===== config.mk =====
export PLATFORM = sky130hd
export DESIGN_NAME = reset_sequencer
export DESIGN_NICKNAME = d
export VERILOG_FILES = /design/src/rtl/rstseq_pkg.sv /design/src/rtl/rstseq_arb.sv /design/src/rtl/rstseq_stretch.sv /design/src/rtl/rstseq_wdog.sv /design/src/rtl/reset_sequencer.sv
export SDC_FILE = /design/constraint.sdc
export NUM_CORES = 1
export LEC_CHECK = 0
export ABC_AREA = 1
export BUFFER_PORTS_ARGS = -buffer_cell sky130_fd_sc_hd__buf_2
export CAP_MARGIN = 0
export CORE_MARGIN = 2
export CORE_UTILIZATION = 45
export DETAILED_ROUTE_END_ITERATION = 10
export PLACE_DENSITY_LB_ADDON = 0.12
export SLEW_MARGIN = 10
export SYNTH_ARGS = -nofsm -noshare
export SYNTH_HDL_FRONTEND = slang
export SYNTH_SLANG_ARGS = --single-unit

===== constraint.sdc =====
create_clock -name clk_i -period 2.3 [get_ports clk_i]
set_input_delay 0.115 -clock clk_i [delete_from_list [all_inputs] [get_ports clk_i]]
set_output_delay 0.115 -clock clk_i [all_outputs]
set_load 0.05 [all_outputs]

===== src/rtl/rstseq_pkg.sv =====
package rstseq_pkg;

    typedef enum logic [1:0] {
        VEC_NORMAL = 2'b00,
        VEC_CLKMON = 2'b01,
        VEC_WDOG   = 2'b10
    } vec_e;

    localparam int NUM_CAUSES = 4;

    // Bit 0 has the highest priority, bit 3 the lowest.
    typedef struct packed {
        logic wdog;
        logic clkmon;
        logic pin;
        logic por;
    } cause_t;

    function automatic vec_e vec_of(input int idx);
        case (idx)
            2:       return VEC_CLKMON;
            3:       return VEC_WDOG;
            default: return VEC_NORMAL;
        endcase
    endfunction

endpackage


===== src/rtl/rstseq_arb.sv =====
module rstseq_arb
    import rstseq_pkg::*;
(
    input  cause_t cause_i,
    output logic   any_o,
    output vec_e   vec_o,
    output logic   long_o
);

    logic [NUM_CAUSES-1:0] raw;
    assign raw = cause_i;

    // Walk from lowest to highest priority so the highest one wins.
    always_comb begin
        any_o  = |raw;
        vec_o  = VEC_NORMAL;
        for (int i = NUM_CAUSES - 1; i >= 0; i--) begin
            if (raw[i]) vec_o = vec_of(i);
        end
        long_o = cause_i.por;
    end

endmodule


===== src/rtl/rstseq_stretch.sv =====
module rstseq_stretch
    import rstseq_pkg::*;
#(
    parameter int POR_CYCLES     = 4064,
    parameter int STRETCH_CYCLES = 4
) (
    input  logic clk_i,
    input  logic por_i,
    input  logic pin_i,
    input  logic any_i,
    input  vec_e vec_i,
    input  logic long_i,
    output logic active_o,
    output logic release_o,
    output vec_e vec_o
);

    localparam int CNT_MAX = (POR_CYCLES > STRETCH_CYCLES) ? POR_CYCLES : STRETCH_CYCLES;
    localparam int CW      = (CNT_MAX > 2) ? $clog2(CNT_MAX) : 1;
    localparam logic [CW-1:0] POR_LOAD   = CW'(POR_CYCLES - 1);
    localparam logic [CW-1:0] SHORT_LOAD = CW'(STRETCH_CYCLES - 1);
    localparam logic [CW-1:0] SHORT_CNT  = CW'(STRETCH_CYCLES);

    typedef struct packed {
        logic          active;
        logic [CW-1:0] cnt;
        vec_e          vec;
    } st_t;

    st_t st_d, st_q;
    logic rel_d;

    always_comb begin
        st_d  = st_q;
        rel_d = 1'b0;
        if (!st_q.active) begin
            if (any_i) begin
                st_d.active = 1'b1;
                st_d.vec    = vec_i;
                st_d.cnt    = long_i ? POR_LOAD : SHORT_LOAD;
            end
        end else if (por_i) begin
            st_d.cnt = POR_LOAD;
            st_d.vec = VEC_NORMAL;
        end else if (pin_i) begin
            st_d.cnt = (st_q.cnt > SHORT_CNT) ? st_q.cnt - 1'b1 : SHORT_LOAD;
        end else if (st_q.cnt == '0) begin
            st_d.active = 1'b0;
            rel_d       = 1'b1;
        end else begin
            st_d.cnt = st_q.cnt - 1'b1;
        end
    end

    always_ff @(posedge clk_i) begin
        st_q <= st_d;
    end

    assign active_o  = st_q.active;
    assign release_o = rel_d;
    assign vec_o     = st_q.vec;

endmodule


===== src/rtl/rstseq_wdog.sv =====
module rstseq_wdog #(
    parameter int WDOG_LIMIT = 4096
) (
    input  logic clk_i,
    input  logic active_i,
    input  logic release_i,
    input  logic off_i,
    input  logic kick_i,
    output logic timeout_o
);

    localparam int CW = (WDOG_LIMIT > 2) ? $clog2(WDOG_LIMIT) : 1;
    localparam logic [CW-1:0] LAST = CW'(WDOG_LIMIT - 1);

    typedef struct packed {
        logic          en;
        logic [CW-1:0] cnt;
    } wd_t;

    wd_t wd_d, wd_q;

    always_comb begin
        wd_d = wd_q;
        if (release_i) wd_d.en = !off_i;
        if (active_i || !wd_q.en || kick_i || wd_q.cnt == LAST) begin
            wd_d.cnt = '0;
        end else begin
            wd_d.cnt = wd_q.cnt + 1'b1;
        end
    end

    always_ff @(posedge clk_i) begin
        wd_q <= wd_d;
    end

    assign timeout_o = wd_q.en && !active_i && !kick_i && (wd_q.cnt == LAST);

endmodule


===== src/rtl/reset_sequencer.sv =====
module reset_sequencer
    import rstseq_pkg::*;
#(
    parameter int POR_CYCLES     = 4064,
    parameter int STRETCH_CYCLES = 4,
    parameter int WDOG_LIMIT     = 4096
) (
    input  logic       clk_i,
    input  logic       por_pulse_i,
    input  logic       ext_rst_n_i,
    input  logic       wdog_kick_i,
    input  logic       clk_fail_i,
    input  logic       wdog_off_i,
    output logic       rst_n_o,
    output logic [1:0] vec_sel_o
);

    cause_t cause;
    logic   any_cause, long_hold, active, release_evt, wdog_to;
    vec_e   win_vec, held_vec;

    always_comb begin
        cause.por    = por_pulse_i;
        cause.pin    = !ext_rst_n_i;
        cause.clkmon = clk_fail_i;
        cause.wdog   = wdog_to;
    end

    rstseq_arb u_arb (
        .cause_i (cause),
        .any_o   (any_cause),
        .vec_o   (win_vec),
        .long_o  (long_hold)
    );

    rstseq_stretch #(
        .POR_CYCLES     (POR_CYCLES),
        .STRETCH_CYCLES (STRETCH_CYCLES)
    ) u_stretch (
        .clk_i     (clk_i),
        .por_i     (por_pulse_i),
        .pin_i     (!ext_rst_n_i),
        .any_i     (any_cause),
        .vec_i     (win_vec),
        .long_i    (long_hold),
        .active_o  (active),
        .release_o (release_evt),
        .vec_o     (held_vec)
    );

    rstseq_wdog #(
        .WDOG_LIMIT (WDOG_LIMIT)
    ) u_wdog (
        .clk_i     (clk_i),
        .active_i  (active),
        .release_i (release_evt),
        .off_i     (wdog_off_i),
        .kick_i    (wdog_kick_i),
        .timeout_o (wdog_to)
    );

    assign rst_n_o   = !active;
    assign vec_sel_o = held_vec;

endmodule


==> reports/results.ini, run 1 <==
[timing]
timing.final.ws_setup_ns = 0.544
fin_crit_sh_pct = 76.4
fin_tns_setup_ns = 0
worst_slew_pin_slew_ns = 0.339
clock.fmax_mhz = 569
rsz0062_at_grt = no
finClkSkew_ns = 0.0100
hold_viol_final = 0
slew_headroom_pct = 77.4
slew_violations = 0
setup_violations = 0
min_period_ns = 1.76

[placed_design]
pre_cts_ws_ns = 0.563
io_buffers = 8
place.gp.congestion = 0.823
place_inst = 261
post-dp-hpwl_um = 2170

[drt]
ant_nets = 0
drcViolationCount = 0
first_iter_violations = 69
vias_per_cell = 4.65
routedWlPerCell_um = 10.1
firstDrtPassIters = 5
vias = 1233
drt-total-wl_um = 2690

[global_route]
overflow = 0
antenna_found_initial = 0
grt_pass1_wl_um = 4790
grt_max_degree = 16
grt_pass1_vias = 1188
gr-usage-all-layers_pct = 14.7

[setup_path]
reg2reg_from = u_wdog.wd_q[0]$_SDFF_PP0_
startpoint = u_wdog.wd_q[0]$_SDFF_PP0_
cp.arrival_ns = 1.79
critPathCapture = u_stretch.st_q[9]$_DFFE_PP_
rr_endpoint = u_stretch.st_q[9]$_DFFE_PP_
criticalPathCategory = flop to flop
endpoint_kind = flop
crit_path_start_kind = flop
r2r_slack_ns = 0.54
rr_worst_depth = 8
crit_fanout = 12
cp.required_ns = 2.34

[clock_tree]
worstSkewPairLatency_ns = 0.32
cts-root-buf = clkbuf_4
clock_sink_count = 28
cts_buffers = 3
h-tree-depth = 1
post_cts_buffers = 0
tritoncts = built
cts-resized-gates = 0
hold_buffers = 0
path_clk_slew_ns = 0.14
ctsLongestPathBuffers = 2

[job]
maxCapViolCount = 0

[synth]
synth_area_leader_cell = edfxtp_1
synth-seq-area-share_pct = 44.7
synth.area.top_cells = edfxtp_1 (28%), dfxtp_1 (16%), nand2_1 (15%), nor2_1 (7.3%), inv_1 (6.1%)
ys_warn_count = 0
netlist_area_um2 = 1590
synthTopCellsByCount = nand2_1 (65), nor2_1 (31), inv_1 (26)
synth.ff_latch_count = 28
synth.most_common_cell = nand2_1
synthArstFlopShare_pct = 0
ys_types = 30
synth-edff-count = 15
syn-num-nets = 219
syn_avg_cell_area_um2 = 7.58
synth_top_area_share_pct = 28.3
syn_inst = 210
ys.flop_type = edfxtp_1

[finish]
fin_util_pct = 50.8
area_growth_pct = 7.39
drive_above_1_share_pct = 15.5
final_cells = 265
n_antenna_cell = 0
fin_nets = 229

[floorplanning]
core_um2 = 3360
die_area_um2 = 4030
initial_core_util_pct = 47.3
die_w_um = 63.5
die_h_um = 63.5
ioPinCount = 9
num_rows = 21

[power_and_ir_drop]
vdd_drop_max_v = 0.000202
powerDensity_nw_per_um2 = 467
power.leakage_uw = 0.000708

[outcome]
run_status = finished clean

[worst_hold_path]
hold_class = input port to flop

critical path, stage by stage, from the launching register on:
cell and delay [ns]:
dfxtp_1 0.40, ha_1 0.22, nand3_2 0.14, nor2_4 0.15
nand3_4 0.11, nor2_4 0.11, inv_2 0.05, o21ai_0 0.08
buf_4 0.22
cells by family (layout without fill, tap and decap cells):
family	after synthesis	count (layout)	share of synthesized area, %
buf+inv	33	42	8.33
compound gates	11	11	3.69
xor+xnor	7	7	3.85
simple gates	128	128	37.1
fa+ha+maj	3	3	2.36
flops	28	28	44.7
per-stage QoR:
| step | hold slack, ns | cell area (um^2) | power (uW) |
|---|---|---|---|
| final | 0.0183 | 1710 | 799 |
| after global routing | 0.00822 | 1710 | 836 |
| after CTS | 0.00599 | 1710 | 809 |
| after detailed placement | 0.355 | 1670 | 579 |
| after global placement | 0.348 | 1670 | 579 |
| after floorplan | 0.246 | 1590 | 570 |
power breakdown:
group	total (uW)	switching, uW	internal (uW)	leakage (uW)
logic	35.6	23.2	12.3	0.000450
clock network	230	133	96.7	0.0000210
registers	533	3.85	529	0.000237
state kept, by name, indices dropped and copies added (netlist names):
signal and cells:
u_stretch.active_o 1, u_wdog.wd_q 13, u_stretch.st_q 12, u_stretch.vec_o 2
per-layer routing:
metal | global-route usage (%) | vias to the layer above | routed length, um | share of wire (%)
met2 | 24.7 | 15 | 1290 | 48
met3 | 1.96 | 4 | 66 | 2.5
met4 | 6.79 | 0 | 44 | 1.6
li1 | - | 666 | - | -
met1 | 18.7 | 548 | 1290 | 48
met5 | 0 | - | 0 | 0
cells in the final DEF, fill, tap and decap left out, types with 2 or more instances in the layout:
cell and n:
a21oi_1 3, buf_2 8, clkbuf_4 3, dfxtp_1 13, edfxtp_1 15, ha_1 3, inv_1 26, inv_2 3
nand2_1 65, nand3_1 9, nand3_2 2, nand4_1 2, nor2_1 31, nor2_2 7, nor2_4 2, nor3_2 2
o21ai_0 6, xnor2_1 3, xor2_1 4
area by class of cell:
| class | instances | area (um^2) |
|---|---|---|
| fill | 357 | 1650 |
| multi-input combinational | 149 | 748 |
| sequential | 28 | 711 |
| inverter | 29 | 109 |
| tap | 46 | 57.6 |
| timing repair buffer | 9 | 47.5 |
| clock buffer | 4 | 36.3 |
how the worst min path moves through the flow:
stage                    start                        end  slack (ns)  cells after the start
CTS                 wdog_off_i  u_wdog.wd_q[12]$_DFFE_PP_       0.006                      2
global placement    wdog_off_i  u_wdog.wd_q[12]$_DFFE_PP_        0.35                      2
floorplan           wdog_off_i  u_wdog.wd_q[12]$_DFFE_PP_        0.25                      1
finish              wdog_off_i  u_wdog.wd_q[12]$_DFFE_PP_        0.02                      2
global route        wdog_off_i  u_wdog.wd_q[12]$_DFFE_PP_       0.008                      2
detailed placement  wdog_off_i  u_wdog.wd_q[12]$_DFFE_PP_        0.35                      2
Power figures use the tool's default switching activity.
==> run 2: changes to the inputs <==
--- a/config.mk
+++ b/config.mk
@@ -5,7 +5,7 @@
 export SDC_FILE = /design/constraint.sdc
 export NUM_CORES = 1
 export LEC_CHECK = 0
-export ABC_AREA = 1
+export ABC_AREA = 0
 export BUFFER_PORTS_ARGS = -buffer_cell sky130_fd_sc_hd__buf_2
 export CAP_MARGIN = 0
 export CORE_MARGIN = 2
==> constraint.sdc (replaced) <==
create_clock -name clk_i -period 1.55 [get_ports clk_i]
set_input_delay 0.0775 -clock clk_i [delete_from_list [all_inputs] [get_ports clk_i]]
set_output_delay 0.0775 -clock clk_i [all_outputs]
set_load 0.05 [all_outputs]
==> run 2 against run 1 <==
The flow now finishes with violations (negative setup slack). Critical path depth decreased by 4. Worst hold slack better by 0.035 ns. Global-route usage up 3.6 points. Routed wire length up 15%. Sequential power rose by 49%. Core utilization increased by 16 points. Clock skew is 0.0017 ns higher. Largest power group unchanged.
==> reports/results.ini, run 2 <==
[setup_path]
endpoint_kind = flop
crit_path_cell_trace = or4_4, nor4_4, xnor2_1, o21bai_2
cp.required_ns = 1.64
crit_family = simple AND/OR/NAND/NOR gates
crit_fanout = 3
crit_path_start_kind = flop
cp.arrival_ns = 1.74
slowest_stage = or4_4
path_buf_inv = 0
slowest_delay_ns = 0.56
criticalPathCategory = flop to flop

[finish]
n_antenna_cell = 0
top_register = u_wdog.wd_q
drive_above_1_share_pct = 43.2
final_common_cell = buf_4
layout_common_cells = buf_4 (35), nor2_1 (17), edfxtp_1 (15), xor2_1 (13), dfxtp_1 (10)
area_growth_pct = 41.2
fin_nets = 195
final_design_area_no_fill_um2 = 2030
fin_util_pct = 66.4
largest_reg_flops = 13

[clock_tree]
cts_buffers = 3
clock_sink_count = 28
tritoncts = built
ctsLongestPathBuffers = 2
worstSkewPairLatency_ns = 0.32
h-tree-depth = 1
cts-root-buf = clkbuf_4
path_clk_slew_ns = 0.15

[timing]
worst_slew_pin_slew_ns = 0.276
setup_violations = 19
min_period_ns = 1.66
rsz0062_at_grt = yes
clock.fmax_mhz = 603
slew_violations = 0
hold_viol_final = 0
fin_crit_sh_pct = 107
timing.final.ws_setup_ns = -0.108
finClkSkew_ns = 0.0117
slew_headroom_pct = 81.6

[floorplanning]
die_w_um = 60.5
num_rows = 20
initial_core_util_pct = 47.0
die_area_um2 = 3660
core_um2 = 3050
ioPinCount = 9
die_h_um = 60.5

[global_route]
grt_pass1_wl_um = 4940
grt_pass1_vias = 1148
grt_max_degree = 17
antenna_found_initial = 0
gr-usage-all-layers_pct = 18.3
overflow = 0

[power_and_ir_drop]
vdd_drop_max_v = 0.000452
p_int_uw = 1090
pwr-share-comb_pct = 6.7
switching_share_pct = 19.3
power.leakage_uw = 0.000759
pwr-share-seq_pct = 58.5
switchingPower_uw = 261
clkPwrFrac_pct = 34.8
powerDensity_nw_per_um2 = 667

[placed_design]
io_buffers = 8
pre_cts_ws_ns = -0.161
post-dp-hpwl_um = 2230
postPlaceCellArea_um2 = 1790
place.gp.congestion = 0.801

[outcome]
violations = negative setup slack
run_status = complete, but fails checks

[synth]
syn-num-nets = 145
ys_types = 36
synth_top_area_share_pct = 31.4
ys.flop_type = edfxtp_1
syn_avg_cell_area_um2 = 10.6
synthAdderAreaFrac_pct = 2.61
synthSimpleGateAreaFrac_pct = 23.7
synth.most_common_cell = nor2_1
synth.ff_latch_count = 28
synth_mux_area_share_pct = 0
synth-seq-area-share_pct = 49.5
synthArstFlopShare_pct = 0
synthTopCellsByCount = nor2_1 (19), edfxtp_1 (15), dfxtp_1 (13), xor2_1 (13)
synth-compound-area-share_pct = 9.76
synth_xor_area_share_pct = 11.0
synth_area_leader_cell = edfxtp_1
netlist_area_um2 = 1440
ys_warn_count = 0
syn_inst = 136
synth.area.top_cells = edfxtp_1 (31%), dfxtp_1 (18%), xor2_1 (7.9%), nor2_1 (5.0%), o21bai_1 (4.2%)
synth_top_family_by_area = simple AND/OR/NAND/NOR gates
synth-edff-count = 15

[drt]
vias_per_cell = 4.98
firstDrtPassIters = 4
ant_nets = 0
first_iter_violations = 53
vias = 1141
drcViolationCount = 0
routedWlPerCell_um = 13.5
drt-total-wl_um = 3100

[worst_hold_path]
hold_class = input port to flop

[job]
maxCapViolCount = 0

[run 2: cell count changes after synthesis, sizes merged, moves of 4 or more]
cell    delta
inv       -22
nand2     -61
nand3      -4
nor2      -21
o21bai    +10
xor2       +9
[run 2: stage by stage]
step                hold WS (ns)  power [uW]  TNS [ns]  instances
CTS                       0.0231        1360    -0.987        229
global placement           0.312         875     -2.96        215
detailed placement         0.336         878     -3.62        215
floorplan                  0.209         848     -1.96        136
finish                    0.0532        1350     -1.26        229
global route              0.0377        1400     -2.80        229
[run 2: what timing repair did]
item,4_1_cts,5_1_grt
buffers inserted,7,0
hold buffers,1,0
resized for setup,15,8
setup endpoints to repair,29,30
pin swaps,7,7
endpoints found under the hold margin,1,0
cloned,2,0
[run 2: cell families after synthesis]
| logic type | Yosys count |
|---|---|
| DFF | 28 |
| buffers and inverters | 11 |
| and+or+nand+nor | 57 |
| adders and majority gates | 3 |
| AOI/OAI and AO/OA | 19 |
| xor gates and xnor gates | 18 |
[run 2: power groups by stage]
stage	Clock [uW]	Combinational (uW)	Sequential (uW)
floorplan	0	39.2	809
global placement	0	66.0	809
detailed placement	0	68.6	810
CTS	488	79.9	792
global route	513	95.8	794
finish	471	90.3	792
[run 2: worst reg2reg max path, stage by stage, from the launching register on]
cell	delay [ns]
edfxtp_1	0.46
or4_4	0.56
nor4_4	0.15
xnor2_1	0.17
o21bai_2	0.08
[run 2: worst paths after layout]
| check | from | endpoint | slack [ns] | cells past startpoint |
|---|---|---|---|---|
| worst max register to register | u_stretch.st_q[5]$_DFFE_PP_ | u_stretch.st_q[9]$_DFFE_PP_ | -0.11 | 4 |
| worst min register to register | u_wdog.wd_q[11]$_SDFF_PP0_ | u_wdog.wd_q[11]$_SDFF_PP0_ | 0.52 | 2 |
| worst min-delay path | clk_fail_i | u_stretch.vec_o[1]$_SDFFCE_PP0P_ | 0.05 | 2 |
| worst max-delay path | u_stretch.st_q[5]$_DFFE_PP_ | u_stretch.st_q[9]$_DFFE_PP_ | -0.11 | 4 |
[run 2: routing by layer]
layer | wire (um) | up-vias | track usage, %
met2 | 1710 | 4 | 34.9
met4 | 40 | 0 | 7.14
met3 | 33 | 4 | 1.92
met1 | 1320 | 545 | 20.8
li1 | - | 588 | -
met5 | 0 | - | 0
[run 2: layout make-up]
| cell class | count | area [um^2] |
|---|---|---|
| clock inverters | 1 | 30.0 |
| fillers | 261 | 1020 |
| well taps | 44 | 55.1 |
| flip-flops and latches | 28 | 714 |
| clock buffers | 3 | 22.5 |
| multi-input cells | 99 | 830 |
| repair buffers | 47 | 347 |
| inverters | 7 | 30.0 |
